File: src/rtl/ecc64_pkg.sv
package ecc64_pkg;

  localparam int DW = 64;
  localparam int CW = 8;
  localparam int IW = $clog2(DW);
  localparam int KW = $clog2(CW);

  // Parity masks, one per check bit; bit b of a mask selects data bit b.
  localparam logic [DW-1:0] PMASK [CW] = '{
    64'hf00fe11e_c33c0ff7,
    64'h00ff00ff_00fff0ff,
    64'h0f0f0f0f_0f0fff00,
    64'h11113333_7777000f,
    64'h22224444_8888222f,
    64'h44448888_ffff4441,
    64'h8888ffff_11118882,
    64'hffff1111_22221114
  };

  // Syndrome pattern produced by a fault on data bit b.
  function automatic logic [CW-1:0] column(input int b);
    logic [CW-1:0] c;
    for (int i = 0; i < CW; i++) c[i] = PMASK[i][b];
    return c;
  endfunction

  typedef struct packed {
    logic          sbe;
    logic          mbe;
    logic          dvld;
    logic [IW-1:0] didx;
    logic          cvld;
    logic [KW-1:0] cidx;
  } diag_t;

endpackage

File: src/rtl/ecc64_parity_gen.sv
module ecc64_parity_gen
  import ecc64_pkg::*;
(
  input  logic [DW-1:0] data,
  output logic [CW-1:0] chk
);

  for (genvar i = 0; i < CW; i++) begin : g_tree
    assign chk[i] = ^(data & PMASK[i]);
  end

endmodule

File: src/rtl/ecc64_locator.sv
module ecc64_locator
  import ecc64_pkg::*;
(
  input  logic          clk,
  input  logic          rst_n,
  input  logic [CW-1:0] syn,
  output diag_t         diag
);

  logic          d_hit;
  logic [IW-1:0] d_idx;
  logic          c_hit;
  logic [KW-1:0] c_idx;

  // Data columns first, lowest bit wins (loop runs downward, last write wins).
  always_comb begin
    d_hit = 1'b0;
    d_idx = '0;
    for (int b = DW - 1; b >= 0; b--) begin
      if (syn == column(b)) begin
        d_hit = 1'b1;
        d_idx = IW'(b);
      end
    end
  end

  always_comb begin
    c_hit = 1'b0;
    c_idx = '0;
    if (!d_hit && $countones(syn) == 1) begin
      c_hit = 1'b1;
      for (int k = CW - 1; k >= 0; k--) begin
        if (syn[k]) c_idx = KW'(k);
      end
    end
  end

  always_comb begin
    diag.dvld = d_hit;
    diag.didx = d_idx;
    diag.cvld = c_hit;
    diag.cidx = c_idx;
    diag.sbe  = d_hit | c_hit;
    diag.mbe  = (syn != '0) && !d_hit && !c_hit;
  end

  // a reported data bit really owns the syndrome pattern
  a_r3_column_match: assert property (@(posedge clk) disable iff (!rst_n)
    diag.dvld |-> (syn == column(int'(diag.didx))));

  // a reported check bit is set in the syndrome
  a_r5_check_bit_set: assert property (@(posedge clk) disable iff (!rst_n)
    diag.cvld |-> syn[diag.cidx]);

endmodule

File: src/rtl/ecc64_fixer.sv
module ecc64_fixer
  import ecc64_pkg::*;
(
  input  logic          clk,
  input  logic          rst_n,
  input  logic [DW-1:0] rx_data,
  input  logic [CW-1:0] rx_ecc,
  input  diag_t         diag,
  output logic [DW-1:0] fix_data,
  output logic [CW-1:0] fix_ecc
);

  logic [DW-1:0] dflip;
  logic [CW-1:0] cflip;

  for (genvar b = 0; b < DW; b++) begin : g_dflip
    assign dflip[b] = diag.dvld && (diag.didx == IW'(b));
  end

  for (genvar k = 0; k < CW; k++) begin : g_cflip
    assign cflip[k] = diag.cvld && (diag.cidx == KW'(k));
  end

  assign fix_data = rx_data ^ dflip;
  assign fix_ecc  = rx_ecc ^ cflip;

  // at most one data bit changes
  a_r4_one_data_flip: assert property (@(posedge clk) disable iff (!rst_n)
    $onehot0(fix_data ^ rx_data));

  // at most one check bit changes
  a_r5_one_ecc_flip: assert property (@(posedge clk) disable iff (!rst_n)
    $onehot0(fix_ecc ^ rx_ecc));

  // uncorrectable words pass through untouched
  a_r6_mbe_passthru: assert property (@(posedge clk) disable iff (!rst_n)
    diag.mbe |-> (fix_data == rx_data && fix_ecc == rx_ecc));

endmodule

File: src/rtl/ecc64_secded_codec.sv
module ecc64_secded_codec
  import ecc64_pkg::*;
#(
  parameter bit REG_OUT = 1'b1
) (
  input  logic          clk,
  input  logic          rst_n,
  input  logic          in_valid,
  input  logic [63:0]   enc_data,
  input  logic [63:0]   rx_data,
  input  logic [7:0]    rx_ecc,
  output logic          out_valid,
  output logic [7:0]    enc_ecc,
  output logic [63:0]   fix_data,
  output logic [7:0]    fix_ecc,
  output logic          sbe,
  output logic          mbe,
  output logic [5:0]    bad_data_idx,
  output logic          bad_data_vld,
  output logic [2:0]    bad_chk_idx,
  output logic          bad_chk_vld
);

  typedef struct packed {
    logic          vld;
    logic [CW-1:0] enc;
    logic [DW-1:0] data;
    logic [CW-1:0] ecc;
    diag_t         diag;
  } result_t;

  // Reset: asserted asynchronously, released on a clock edge.
  logic [1:0] rst_pipe;
  logic       rst_sync_n;

  always_ff @(posedge clk or negedge rst_n) begin
    if (!rst_n) rst_pipe <= 2'b00;
    else        rst_pipe <= {rst_pipe[0], 1'b1};
  end
  assign rst_sync_n = rst_pipe[1];

  logic [CW-1:0] enc_chk;
  logic [CW-1:0] rx_chk;
  logic [CW-1:0] syn;
  diag_t         diag;
  logic [DW-1:0] cor_data;
  logic [CW-1:0] cor_ecc;

  ecc64_parity_gen u_enc (.data(enc_data), .chk(enc_chk));
  ecc64_parity_gen u_rx  (.data(rx_data),  .chk(rx_chk));

  assign syn = rx_chk ^ rx_ecc;

  ecc64_locator u_loc (
    .clk   (clk),
    .rst_n (rst_sync_n),
    .syn   (syn),
    .diag  (diag)
  );

  ecc64_fixer u_fix (
    .clk      (clk),
    .rst_n    (rst_sync_n),
    .rx_data  (rx_data),
    .rx_ecc   (rx_ecc),
    .diag     (diag),
    .fix_data (cor_data),
    .fix_ecc  (cor_ecc)
  );

  result_t res_d;
  result_t res_q;

  always_comb begin
    res_d.vld  = in_valid;
    res_d.enc  = enc_chk;
    res_d.data = cor_data;
    res_d.ecc  = cor_ecc;
    res_d.diag = diag;
  end

  if (REG_OUT) begin : g_reg
    always_ff @(posedge clk or negedge rst_sync_n) begin
      if (!rst_sync_n) begin
        res_q <= '0;
      end else begin
        res_q.vld <= res_d.vld;
        if (in_valid) begin
          res_q.enc  <= res_d.enc;
          res_q.data <= res_d.data;
          res_q.ecc  <= res_d.ecc;
          res_q.diag <= res_d.diag;
        end
      end
    end

    // out_valid trails in_valid by one clock
    a_r8_valid_follow: assert property (@(posedge clk) disable iff (!rst_sync_n)
      in_valid |=> out_valid);
    a_r8_valid_drop: assert property (@(posedge clk) disable iff (!rst_sync_n)
      !in_valid |=> !out_valid);
    // results hold without a new word
    a_r8_hold: assert property (@(posedge clk) disable iff (!rst_sync_n)
      !in_valid |=> ($stable(fix_data) && $stable(fix_ecc) && $stable(enc_ecc)
                     && $stable(sbe) && $stable(mbe)));
  end else begin : g_comb
    assign res_q = res_d;
  end

  assign out_valid    = res_q.vld;
  assign enc_ecc      = res_q.enc;
  assign fix_data     = res_q.data;
  assign fix_ecc      = res_q.ecc;
  assign sbe          = res_q.diag.sbe;
  assign mbe          = res_q.diag.mbe;
  assign bad_data_idx = res_q.diag.didx;
  assign bad_data_vld = res_q.diag.dvld;
  assign bad_chk_idx  = res_q.diag.cidx;
  assign bad_chk_vld  = res_q.diag.cvld;

  // a clean word raises nothing and passes unchanged
  a_r2_clean_word: assert property (@(posedge clk) disable iff (!rst_sync_n)
    (syn == '0) |-> (!diag.sbe && !diag.mbe && cor_data == rx_data && cor_ecc == rx_ecc));

  // flags exclusive, sbe tied to exactly one index
  a_r7_flags_exclusive: assert property (@(posedge clk) disable iff (!rst_sync_n)
    !(sbe && mbe));
  a_r7_sbe_one_index: assert property (@(posedge clk) disable iff (!rst_sync_n)
    sbe == ($countones({bad_data_vld, bad_chk_vld}) == 1));

endmodule

File: config.mk
export PLATFORM = sky130hd
export DESIGN_NAME = ecc64_secded_codec
export DESIGN_NICKNAME = d
export VERILOG_FILES = /design/src/rtl/ecc64_pkg.sv /design/src/rtl/ecc64_parity_gen.sv /design/src/rtl/ecc64_locator.sv /design/src/rtl/ecc64_fixer.sv /design/src/rtl/ecc64_secded_codec.sv
export SDC_FILE = /design/constraint.sdc
export NUM_CORES = 1
export LEC_CHECK = 0
export CAP_MARGIN = 20
export CORE_UTILIZATION = 50
export CTS_BUF_LIST = sky130_fd_sc_hd__clkbuf_8
export CTS_CLUSTER_DIAMETER = 60
export DETAILED_ROUTE_END_ITERATION = 8
export PLACE_DENSITY = 0.88
export SLEW_MARGIN = 20
export SYNTH_ARGS = -nofsm -noshare
export SYNTH_HDL_FRONTEND = slang
export SYNTH_SLANG_ARGS = --single-unit
File: constraint.sdc
create_clock -name clk -period 3.1 [get_ports clk]
set_input_delay 0.93 -clock clk [delete_from_list [all_inputs] [get_ports clk]]
set_output_delay 0.93 -clock clk [all_outputs]
set_load 0.03 [all_outputs]
==> metrics, run 1 <==
tool error=[ERROR GRT-0116] Global routing finished with congestion. Check the congestion regions in the DRC Viewer.; leading area contributor after synthesis=dfrtp_1; Main synth FF type=dfrtp_1; dpl hpwl=approximately 34 mm; Total GRT Usage=~71%; Post-synth ARST share=100%; Initial Utilization=51.8%; H-Tree Depth=3; Placer Congestion=0.983; Placement Rows=50; Net Count, Synth=roughly 1300; Root Buffer=clkbuf_8; mapped cell area=~9800 sq um; # IOs=between 200 and 250; Die X=approximately 140 microns; top cells by area, synth=dfrtp_1, xnor2_1, xor2_1; Placement Setup Slack=-3.56 ns; Post-Syn Instances=1136; Synth Register Bits=96; Sink Count=96; yosys warns=0; mean post-synth cell area=between 8 and 9 sq um; maximum buffer depth of the clock tree=2; Fail Step=global routing; status=stopped before the end; total grt overflow=3; number of buffers added on ports=~230; Unique masters post-synth=84; vias in the first global route=15800; die height=about 140 microns; pin count of the biggest net entering global routing=between 150 and 200; global-route wire length before repair=104 mm; register area share after synthesis=between 20% and 30%; share of the synthesized area in the top cell type=approximately a quarter; number of synthesized flops with an enable pin=0; Post-CTS Hold Buffers=0; total CTS buffers=9
## cell usage after synthesis, types with 4 or more instances
library cell and count:
and3_1 6, o211ai_1 5, fa_1 4, o22ai_1 4, or3_1 4, a211oi_1 9
nand3b_1 5, nor3_1 8, dfrtp_1 96, o21ai_0 20, a22o_1 5, a31o_2 22
nand4_1 31, nor2_1 79, and2_1 7, a31oi_1 49, xor2_1 48, o31ai_1 36
a21oi_1 40, mux2_2 11, inv_1 14, or4_1 34, ha_1 15, buf_2 13
nand2_1 81, a2bb2oi_1 26, nand3_1 48, clkbuf_1 65, mux2i_1 9, xnor2_1 223
o21a_1 4, a22oi_1 4, xnor3_1 14, nor4_1 29
## timing repair
action                     in CTS
pin swaps                     109
hold endpoints to repair        0
resized for setup             321
setup endpoints to repair      85
gates cloned                    5
buffers inserted               69
## metrics by stage
stage / std cells / hold slack (ns) / setup TNS (ns) / instance area [sq um] / utilization, %
3_5_place_dp: 1839 / 0.345 / -243.70 / 15000 / 79.1
4_1_cts: 1925 / 0.370 / -179.12 / 16900 / 89.0
2_1_floorplan: 1136 / 0.331 / -144.42 / 10600 / -
3_3_place_gp: 1839 / 0.337 / -235.35 / 15000 / 79.1
## cell families after synthesis
family,after synthesis,synth area share (%)
multiplexers,21,2.29
flip-flops,96,24.5
AO/OA/AOI/OAI,254,18.5
buffers and inverters,99,4.09
XOR/XNOR,292,28.9
other,1,0.0382
adder cells (fa/ha/maj),19,2.73
AND/OR/NAND/NOR,354,18.9
## metal layers
layer	global-route usage, %	GRT overflow
met2	87.8	0
met5	24.1	0
met1	71.1	0
met3	61.2	0
met4	64.1	3
==> run 2, diff against run 1 <==
- CORE_UTILIZATION: 50 -> 35
- CTS_BUF_LIST: sky130_fd_sc_hd__clkbuf_8 -> not set
- CTS_CLUSTER_DIAMETER: 60 -> not set
- PLACE_DENSITY: 0.88 -> not set
- PLACE_DENSITY_LB_ADDON: not set -> 0.15
==> run 2 against run 1 <==
  * The flow now finishes, with violations (negative setup slack)
  * Synthesized area did not move
  * Synthesized cell count did not move
==> metrics, run 2 <==
post-route ant nets=0; violated checks=negative setup slack; fin cells=~2100; total of max-cap violations=0; worst-skew pair later-pin latency=0.37 ns; Die ar.=between 20000 and 30000 sq um; Post-synth ARST share=100% (unchanged); leading area contributor after synthesis=dfrtp_1; DRC=0; pins over their slew limit=0; Avg WL per Cell=about 23 microns; worst hold path class=flip-flop to async pin; CP Class=input port to flip-flop; pin count of the biggest net entering global routing=between 150 and 200; Fin. Hold Viols=0; Synth Register Bits=96 (unchanged); dpl cells=1967 (+7.0%); mapped cell area=9810 sq um (unchanged); H-Tree Depth=3 (unchanged); max frequency=between 150 and 200 MHz; CTS clock-pin slew for the worst setup and hold paths=~0.080 ns; minimum clock period=5.97 ns; DR pass1 iterations=5; vias post-DR=~12000; Worst path slowest cell=fa_1; Worst path top cell family by delay=simple AND/OR/NAND/NOR gates; Unique masters post-synth=84 (unchanged); RSZ-0062 raised after global routing=true; worst hold slack=0.350 ns; Post-Syn Instances=1136 (unchanged); maximum buffer depth of the clock tree=2 (unchanged); ANT cells=0; vias in the first global route=approximately 11000; status=finished, violations left; Max stage delay on crit path=about 0.54 ns; core footprint=27300 sq um; Root Buffer=clkbuf_16; Main synth FF type=dfrtp_1; Layout Nets=about 1900; Post-CTS Hold Buffers=0 (unchanged); Area growth, synth to finish=91.6%; Final period util=192%; Clock Skews=around 0.011 ns; Die X=169 microns (+19%); endpoint type of the worst setup path=flip-flop; CTS tree=done; Total GRT Usage=29.8%; initial antenna violation count=0; register area share after synthesis=24.5% (unchanged); Sink Count=96 (unchanged); Worst Setup Slack, final=-2.87 ns; DR vias/cell=~5.7; dpl hpwl=30.8 mm (-8.4%); WL final=between 40 and 50 mm; share of layout cells above drive strength 1=45.9%; cell mode on critical path=xnor3_1; WP data required=between 3 and 4 ns; most frequent cells in the layout=buf_4, clkdlybuf4s50_1, xnor2_1, dfrtp_1, buf_6; total grt overflow=0; worst path arrival time=6.25 ns; Net Count, Synth=1294 (unchanged); most common cell in the netlist=xnor2_1; Placement Rows=60 (+20%); Placer Congestion=0.931 (-5.2%); Least-Margin Pin Slew=roughly 0.7 ns; total CTS buffers=9 (unchanged); die height=169 microns (+19%); Rel. slew slack=between 50% and 60%; top cells by area, synth=dfrtp_1, xnor2_1, xor2_1; initial DRC count=1252; mean post-synth cell area=8.64 sq um (unchanged); number of buffers added on ports=232 (unchanged); # IOs=233 (unchanged); yosys warns=0 (unchanged); most common cell after layout, fill and taps aside=buf_4; global-route wire length before repair=between 60 and 70 mm; number of flip-flops in the largest register=between 60 and 70; CP cell instances=buf_8, xnor3_1, xnor3_1, xnor3_1, xnor3_2, nor2_4, fa_1, fa_1, ha_2, fa_2, nor4b_4, nand4_4, or4_4, or4_1, a31oi_1; type of origin of the critical path=input port; CP bufs+invs=1; most frequent cells after synthesis=xnor2_1, dfrtp_1, nand2_1, nor2_1, clkbuf_1; share of the synthesized area in the top cell type=24.5% (unchanged); setup violators final=85; CP max FO=3; number of synthesized flops with an enable pin=0 (unchanged); Initial Utilization=36.0% (-16 points)
[run 2: stage by stage]
step	worst slack, ns	util, %	cell area, sq um	TNS [ns]
final	-2.87	69.0	18800	-193.75
after global routing	-2.97	69.0	18800	-203.13
after CTS	-2.75	63.4	17300	-187.98
after detailed placement	-3.48	56.4	15400	-242.97
after global placement	-3.44	56.4	15400	-241.83
after floorplan	-2.74	-	10600	-144.42
[run 2: worst paths after layout]
| kind | startpoint | endpoint | slack, ns | depth (start not counted) |
|---|---|---|---|---|
| setup / recovery | rx_data[0] | fix_ecc[7] | -2.87 | 15 |
| hold reg to reg | rst_pipe[1] | fix_data[42] | 0.35 | 0 |
| hold / removal | rst_pipe[1] | fix_data[42] | 0.35 | 0 |
| setup reg to reg | rst_pipe[1] | fix_data[7] | 2.00 | 1 |
| max in group asynchronous | rst_pipe[1] | fix_data[7] | 2.00 | 1 |
| min in group clk | rst_pipe[0] | rst_pipe[1] | 0.35 | 0 |
[run 2: cell type report]
class / count / area, sq um
fill: 2042 / 8450
inverter: 16 / 63.8
sequential: 96 / 2410
tap: 372 / 465
multi-input combinational: 944 / 9320
clock inverter: 6 / 85.1
timing repair buffer: 643 / 6220
clock buffer: 10 / 239
[run 2: cell families (layout without fill, tap and decap cells)]
family,after synthesis,count (layout),share of synthesized area [%]
AND/OR/NAND/NOR,354,357,18.9
XOR/XNOR,292,292,28.9
AO/OA/AOI/OAI,254,254,18.5
buffers and inverters,99,675,4.09
flip-flops,96,96,24.5
multiplexers,21,21,2.29
adder cells (fa/ha/maj),19,19,2.73
other,1,1,0.0382
[run 2: layer usage]
metal	wire, microns	track usage [%]	up-vias
met3	3460	4.48	129
li1	-	-	5284
met5	0	0	-
met4	1690	9.17	0
met1	19500	40.0	5753
met2	22500	49.3	650
[run 2: repair_timing]
action	4_1_cts	5_1_grt
setup buffers	65	43
cloned	11	5
gates resized for setup	255	283
endpoints found under the setup margin	85	85
pin swaps	110	163
Power of run 2 is not shown: default switching activity piles up to over one toggle a cycle in this logic, so the estimate is an artifact.
